$ cat src/rtl/dmaag_pkg.sv
package dmaag_pkg;

  typedef enum logic [1:0] {
    DIR_HOLD = 2'b00,
    DIR_UP   = 2'b01,
    DIR_DOWN = 2'b10,
    DIR_RSV  = 2'b11
  } dir_e;

  typedef enum logic [1:0] {
    SZ_BYTE = 2'b00,
    SZ_HALF = 2'b01,
    SZ_WORD = 2'b10,
    SZ_RSV  = 2'b11
  } size_e;

  localparam int unsigned PTR_COUNT = 2;
  localparam int unsigned PTR_SRC   = 0;
  localparam int unsigned PTR_DST   = 1;

endpackage

$ cat src/rtl/dmaag_step_calc.sv
module dmaag_step_calc
  import dmaag_pkg::*;
#(
  parameter int unsigned ADDR_W     = 32,
  parameter int unsigned POS_W      = 3,
  parameter int unsigned NUM_POS    = 5,
  parameter int unsigned POS_STRIDE = 4
) (
  input  logic [POS_W-1:0]  pos_i,
  input  logic [1:0]        size_i,
  output logic [ADDR_W-1:0] step_o,
  output logic              reserved_o
);

  localparam int unsigned MAX_SHIFT = (NUM_POS - 1) * POS_STRIDE;
  localparam logic [ADDR_W-1:0] ONE = ADDR_W'(1);

  logic [1:0] width_shift;

  always_comb begin
    unique case (size_e'(size_i))
      SZ_BYTE: width_shift = 2'd0;
      SZ_HALF: width_shift = 2'd1;
      default: width_shift = 2'd2;
    endcase
  end

  always_comb begin
    reserved_o = (32'(pos_i) >= NUM_POS);
    if (pos_i == '0 || reserved_o) begin
      step_o = ONE << width_shift;
    end else begin
      step_o = ONE << (32'(pos_i) * POS_STRIDE);
    end
  end

  initial begin
    if (MAX_SHIFT >= ADDR_W) $error("stride exceeds address width");
  end

endmodule

$ cat src/rtl/dmaag_pointer.sv
module dmaag_pointer
  import dmaag_pkg::*;
#(
  parameter int unsigned ADDR_W = 32
) (
  input  logic              clk,
  input  logic              rst,
  input  logic              load_i,
  input  logic [ADDR_W-1:0] init_i,
  input  logic              done_i,
  input  logic [1:0]        dir_i,
  input  logic              io_i,
  input  logic [ADDR_W-1:0] step_i,
  output logic [ADDR_W-1:0] addr_o
);

  dir_e             eff_dir;
  logic [ADDR_W-1:0] next_addr;

  always_comb begin
    eff_dir = io_i ? DIR_HOLD : dir_e'(dir_i);
    unique case (eff_dir)
      DIR_UP:   next_addr = addr_o + step_i;
      DIR_DOWN: next_addr = addr_o - step_i;
      default:  next_addr = addr_o;
    endcase
  end

  always_ff @(posedge clk) begin
    if (rst) begin
      addr_o <= '0;
    end else if (load_i) begin
      addr_o <= init_i;
    end else if (done_i) begin
      addr_o <= next_addr;
    end
  end

endmodule

$ cat src/rtl/dmaag_addr_gen.sv
module dmaag_addr_gen
  import dmaag_pkg::*;
#(
  parameter int unsigned ADDR_W     = 32,
  parameter int unsigned POS_W      = 3,
  parameter int unsigned NUM_POS    = 5,
  parameter int unsigned POS_STRIDE = 4
) (
  input  logic              clk,
  input  logic              rst,
  input  logic              load_i,
  input  logic [ADDR_W-1:0] src_init_i,
  input  logic [ADDR_W-1:0] dst_init_i,
  input  logic              done_i,
  input  logic [1:0]        size_i,
  input  logic [1:0]        src_dir_i,
  input  logic [1:0]        dst_dir_i,
  input  logic [POS_W-1:0]  src_pos_i,
  input  logic [POS_W-1:0]  dst_pos_i,
  input  logic              src_io_i,
  input  logic              dst_io_i,
  output logic [ADDR_W-1:0] src_addr_o,
  output logic [ADDR_W-1:0] dst_addr_o,
  output logic              cfg_err_o
);

  logic [PTR_COUNT-1:0][ADDR_W-1:0] init_v;
  logic [PTR_COUNT-1:0][ADDR_W-1:0] addr_v;
  logic [PTR_COUNT-1:0][ADDR_W-1:0] step_v;
  logic [PTR_COUNT-1:0][POS_W-1:0]  pos_v;
  logic [PTR_COUNT-1:0][1:0]        dir_v;
  logic [PTR_COUNT-1:0]             io_v;
  logic [PTR_COUNT-1:0]             rsv_v;

  assign init_v[PTR_SRC] = src_init_i;
  assign init_v[PTR_DST] = dst_init_i;
  assign pos_v[PTR_SRC]  = src_pos_i;
  assign pos_v[PTR_DST]  = dst_pos_i;
  assign dir_v[PTR_SRC]  = src_dir_i;
  assign dir_v[PTR_DST]  = dst_dir_i;
  assign io_v[PTR_SRC]   = src_io_i;
  assign io_v[PTR_DST]   = dst_io_i;

  for (genvar g = 0; g < PTR_COUNT; g++) begin : g_ptr
    dmaag_step_calc #(
      .ADDR_W    (ADDR_W),
      .POS_W     (POS_W),
      .NUM_POS   (NUM_POS),
      .POS_STRIDE(POS_STRIDE)
    ) u_step (
      .pos_i     (pos_v[g]),
      .size_i    (size_i),
      .step_o    (step_v[g]),
      .reserved_o(rsv_v[g])
    );

    dmaag_pointer #(
      .ADDR_W(ADDR_W)
    ) u_ptr (
      .clk   (clk),
      .rst   (rst),
      .load_i(load_i),
      .init_i(init_v[g]),
      .done_i(done_i),
      .dir_i (dir_v[g]),
      .io_i  (io_v[g]),
      .step_i(step_v[g]),
      .addr_o(addr_v[g])
    );
  end

  always_ff @(posedge clk) begin
    if (rst) begin
      cfg_err_o <= 1'b0;
    end else begin
      cfg_err_o <= |rsv_v;
    end
  end

  assign src_addr_o = addr_v[PTR_SRC];
  assign dst_addr_o = addr_v[PTR_DST];

endmodule

$ cat config.mk
export PLATFORM = sky130hd
export DESIGN_NAME = dmaag_addr_gen
export DESIGN_NICKNAME = d
export VERILOG_FILES = /design/src/rtl/dmaag_pkg.sv /design/src/rtl/dmaag_step_calc.sv /design/src/rtl/dmaag_pointer.sv /design/src/rtl/dmaag_addr_gen.sv
export SDC_FILE = /design/constraint.sdc
export NUM_CORES = 1
export LEC_CHECK = 0
export ABC_AREA = 0
export BUFFER_PORTS_ARGS = -buffer_cell sky130_fd_sc_hd__buf_2
export CORE_MARGIN = 3
export CORE_UTILIZATION = 30
export DETAILED_ROUTE_END_ITERATION = 8
export PLACE_DENSITY_LB_ADDON = 0.15
export SLEW_MARGIN = 0
export SYNTH_ARGS = -nofsm -noshare
export SYNTH_HDL_FRONTEND = slang
export SYNTH_SLANG_ARGS = --single-unit
$ cat constraint.sdc
create_clock -name clk -period 4.93 [get_ports clk]
set_clock_uncertainty 0.15 [all_clocks]
set_input_delay 0.493 -clock clk [delete_from_list [all_inputs] [get_ports clk]]
set_output_delay 0.493 -clock clk [all_outputs]
set_load 0.02 [all_outputs]
After elaboration in Yosys (flattened, before gate mapping)
Index checks and enable logic that the tools add are counted.
{ "op_classes": {"shifts": 3, "n_reduce_logical": 11, "order_cmp": 2, "muxes": 11, "n_eq_ne": 5, "addsub": 4} }
{ "ops": {"columns": ["op", "n"], "rows": [
  ["$mux W32", 6],
  ["$pmux W32 S2", 2],
  ["$add A32 B32 Y32", 2],
  ["$shl A1 B5 Y32 const A", 2],
  ["$sub A32 B32 Y32", 2],
  ["$shl A1 B2 Y32 const A", 1],
  ["$eq A2 B1 Y1 const B", 3],
  ["$ge A3 B3 Y1 const B", 2],
  ["$logic_not A3 Y1", 2],
  ["$reduce_bool A3 Y1", 2],
  ["$eq A2 B2 Y1 const B", 2],
  ["$mux W2", 2],
  ["$pmux W2 S2", 1],
  ["$reduce_and A2 Y1", 2],
  ["$logic_not A2 Y1", 1],
  ["$logic_or A1 B1 Y1", 2],
  ["$reduce_bool A2 Y1", 1],
  ["$reduce_or A2 Y1", 1]
]} }
{ "word_totals": {"regBits": 65, "out_inout_bits": 65, "inputBits": 82} }

Longest topological paths before layout
{ "depth": {"ltp_word": 8, "ltp_mapped": 19, "depth_no_buf": 19} }

Modules after synthesis
From an unflattened synthesis, not the netlist that was laid out.
{ "hier_totals": {"hier_cells": 1158, "hier_area_um2": 8368.0} }
{ "modules_own_cells": {"columns": ["mod", "cells_each", "instances", "seq_area_each_um2", "area_each_um2"], "rows": [
  ["dmaag_pointer at g_ptr[0].u_ptr", 553, 1, 640.6, 3966.3],
  ["dmaag_pointer at g_ptr[1].u_ptr", 529, 1, 640.6, 3821.2],
  ["dmaag_step_calc", 37, 2, 0.0, 275.3],
  ["dmaag_addr_gen", 2, 1, 20.0, 30.0]
]} }

Worst setup path before layout
OpenSTA, ideal clock, no wires.
{ "synth_path": {"path_type": "input to register", "startpoint": "in src_pos_i[1]", "endpoint": "reg g_ptr[0].u_ptr.addr_o[28]", "t_required_ps": 4663, "setup_ps": 117, "setup_slack_ps": 723, "t_arrival_ps": 3939, "stages": 17, "path_cell_list": "clkbuf_1 > nor2_1 > xor2_1 > inv_1 > ha_1 > nor2_1 > xnor2_1 > ha_1 > nand2_1 > or3_1 > o21a_2 > a2111oi_4 > o22ai_2 > o41ai_2 > a21oi_1 > mux2i_1 > a32o_2"} }
{ "synth_between": {"elab_chain_len": 7} }
{ "synth_rtl": {"columns": ["element", "line_no", "source"], "rows": [
  ["start, declared", "dmaag_addr_gen.sv:18", "input logic [POS_W-1:0] src_pos_i,"],
  ["$ge A3 B3 Y1 or $logic_not A3 Y1 (tied branches)", "dmaag_step_calc.sv:29, dmaag_step_calc.sv:30", null],
  ["$logic_or A1 B1 Y1", "dmaag_step_calc.sv:30", "if (pos_i == '0 || reserved_o) begin"],
  ["$mux W32 (*)", "dmaag_step_calc.sv:30", null],
  ["$sub A32 B32 Y32 or $add A32 B32 Y32 (tied branches)", "dmaag_pointer.sv:24, dmaag_pointer.sv:23", null],
  ["$pmux W32 S2 (*)", "dmaag_pointer.sv:22", "unique case (eff_dir)"],
  ["$mux W32 (*)", "dmaag_pointer.sv:34", "end else if (done_i) begin"],
  ["$mux W32 (*)", "dmaag_pointer.sv:32", "end else if (load_i) begin"],
  ["end signal, assigned", "dmaag_pointer.sv:33", "addr_o <= init_i;"],
  ["end signal, assigned", "dmaag_pointer.sv:35", "addr_o <= next_addr;"],
  ["end, declared", "dmaag_pointer.sv:14", "output logic [ADDR_W-1:0] addr_o"]
]} }
Mark *: on every way between the ends. The rest lies on a longest branch, timed or not. The select of a mux whose other input is x is not followed.
A chain may end at the register's enable or synchronous reset.

Worst setup path after layout
Same ends and word-level chain as after synthesis.

==> results.json <==
{
  "n_antenna_cell": 0,
  "yosys.area.top_type_share": 0.195,
  "grt.total_usage": 0.185,
  "finalSetupViolCount": 0,
  "cts.htree.levels": 3,
  "p_sw_mw": 0.793,
  "placed_cell_area_um2": 7720,
  "dp_hpwl_um": 17900,
  "critPathLaunch": "src_pos_i[1]",
  "overflow": 0,
  "cp.required_ps": 5010,
  "timing.rr.start": "g_ptr[0].u_ptr.addr_o[0]",
  "rsz0062_at_grt": "false",
  "syn-instance-count": 930,
  "drv_slew": 0,
  "drt-initial-drc-count": 330,
  "clkLatencyLatePin_ps": 340,
  "pwr-share-clk": 0.320,
  "cp-start-kind": "input port",
  "wl_per_cell_um": 17.3,
  "final_area_um2": 8010,
  "postRouteAntennaNets": 0,
  "yosys.area.top_type": "dfxtp_1",
  "io_buffers": 146,
  "fin_util": 0.373,
  "avgViaCountPerCell": 5.34,
  "core_um2": 21500,
  "cp_max_fo": 9,
  "initial_core_util": 0.311,
  "numCtsBuffers": 9,
  "hold_buffers": 0,
  "first_pass_iters": 5,
  "pwr_density_cell_nw_per_um2": 262,
  "timing.fmax_mhz": 236,
  "outcome": "complete, no violations",
  "switching_share": 0.378,
  "final_cells": 1336,
  "drive_above_1_share": 0.181,
  "worst_slew_pin_slew_ps": 842,
  "yosysWarningCount": 0,
  "tns_ps": 0,
  "layout_commonest_cell": "buf_2",
  "finalPower_mw": 2.10,
  "area_growth_pct": 19.8,
  "grt_max_degree": 41,
  "combPwrFrac": 0.391,
  "cts_buffer_depth": 2,
  "seqPwrFrac": 0.289,
  "grt_pass1_vias": 6891,
  "hold_path_startpoint": "dst_init_i[15]",
  "period_needed_ps": 4230,
  "ys_seq_elements": 65,
  "synth.avg_cell_area_um2": 7.19,
  "ys_seq_area_frac": 0.195,
  "yosysUniqueCellTypes": 65,
  "slew_headroom": 0.439,
  "hold_class": "input port to flip-flop",
  "synth_ff_type": "dfxtp_1",
  "drt_wl_total_um": 23100,
  "cts_resized": 0,
  "endpoint_kind": "flip-flop",
  "nets": 1208,
  "dieHeight_um": 155,
  "drc": 0,
  "cp.arrival_ps": 4310,
  "cts_tree": "yes",
  "antenna_found_initial": 0,
  "dr_total_vias": 7130,
  "timing.final.crit_share": 0.858,
  "ir_worst_vdd_v": 0.000135,
  "clk_pin_slew_ps": 60,
  "synth_area_leaders": "dfxtp_1, ha_1, a21oi_1, nand2_1, o21ai_0",
  "rows": 53,
  "cap_violations": 0,
  "p_int_mw": 1.31,
  "grt_first_pass_wirelength_um": 36200,
  "cts_setup_buffers": 0,
  "synth_edf_count": 0,
  "ctsRootBufferMaster": "clkbuf_16",
  "pin_count": 147,
  "die_w_um": 155,
  "layout.cells.most_common_list": "buf_2, a21oi_1, nand2_1",
  "p_leak_nw": 4.03,
  "synth_nets": 1081,
  "clock_sinks": 65,
  "synth.cell_area_um2": 6690,
  "path_class": "input port to flip-flop",
  "gp_congestion": 0.903,
  "dp.cells": 1321,
  "hold_violations": 0,
  "async_flop_share": 0,
  "dieArea_um2": 24100
}
## path summary, 6_finish.rpt
kind / to / slack, ps / cells after the start
max: g_ptr[0].u_ptr.addr_o[28] / 700 / 17
min: g_ptr[1].u_ptr.addr_o[15] / 220 / 2
max reg2reg: g_ptr[0].u_ptr.addr_o[28] / 1630 / 13
min reg2reg: g_ptr[1].u_ptr.addr_o[13] / 370 / 2
## power by group through the flow
| stage | registers, mW | clock network [mW] | logic, mW |
|---|---|---|---|
| 2_1_floorplan | 0.653 | 0 | 0.539 |
| 3_3_place_gp | 0.618 | 0 | 0.823 |
| 3_5_place_dp | 0.618 | 0 | 0.817 |
| 4_1_cts | 0.607 | 0.687 | 0.822 |
| 5_1_grt | 0.611 | 0.709 | 0.917 |
| 6_report | 0.606 | 0.671 | 0.822 |
## flip-flops by register name, summed over array words and instances, names as in the netlist
signal              flops
g_ptr.u_ptr.addr_o     64
cfg_err_o               1
## critical path, stage by stage
cell and delay [ps]:
buf_2 150, nor2_1 180, xor2_1 240, inv_1 120
ha_1 230, nor2_1 170, xnor2_1 100, ha_1 380
nand2_1 80, or3_1 370, o21a_2 250, a2111oi_4 390
o22ai_2 200, o41ai_2 470, a21oi_1 150, mux2i_1 130
a32o_2 220
## metal layers
| layer | track usage | routed length, µm | vias up |
|---|---|---|---|
| met4 | 0.0379 | 202 | 0 |
| met1 | 0.242 | 11000 | 3317 |
| met2 | 0.323 | 10900 | 156 |
| met3 | 0.0295 | 883 | 12 |
| li1 | - | - | 3645 |
| met5 | 0 | 0 | - |
## through the flow
| step | setup slack [ps] | hold WS, ps |
|---|---|---|
| global route | 428 | 210 |
| finish | 700 | 222 |
| floorplan | 723 | 419 |
| global placement | 482 | 348 |
| CTS | 760 | 209 |
| detailed placement | 405 | 358 |
## synthesized netlist by cell type (all sizes together) (3+ instances only)
master     n
a21oi    124
nand2     92
nor2      82
ha        67
o21ai     66
dfxtp     65
inv       52
clkbuf    46
a21o      36
xnor2     27
xor2      24
nand3     23
nor3      21
a31oi     17
nand2b    17
o211a     16
a211oi    15
nor2b     11
o21a      11
and3       9
o211ai     9
or3        7
a2111oi    6
a221oi     6
a311oi     6
mux2i      5
nand4      5
nor3b      5
nand3b     4
o21bai     4
o22ai      4
a21boi     3
a31o       3
and2       3
o2111ai    3
or4        3
## logic make-up after synthesis
family,share of synthesized area
xor gates and xnor gates,0.0668
muxes,0.00748
AOI/OAI and AO/OA,0.343
buffers and inverters,0.0567
adders and majority gates,0.131
and+or+nand+nor,0.200
DFF,0.195
## layout make-up
class,count,area (µm²)
Clock buffer,12,256
Clock inverter,3,40.0
Fill cell,2373,13500
Inverter,53,199
Multi-Input combinational cell,764,5010
Sequential cell,65,1300
Tap cell,275,344
Timing Repair Buffer,164,866
Power figures use the tool's default switching activity.
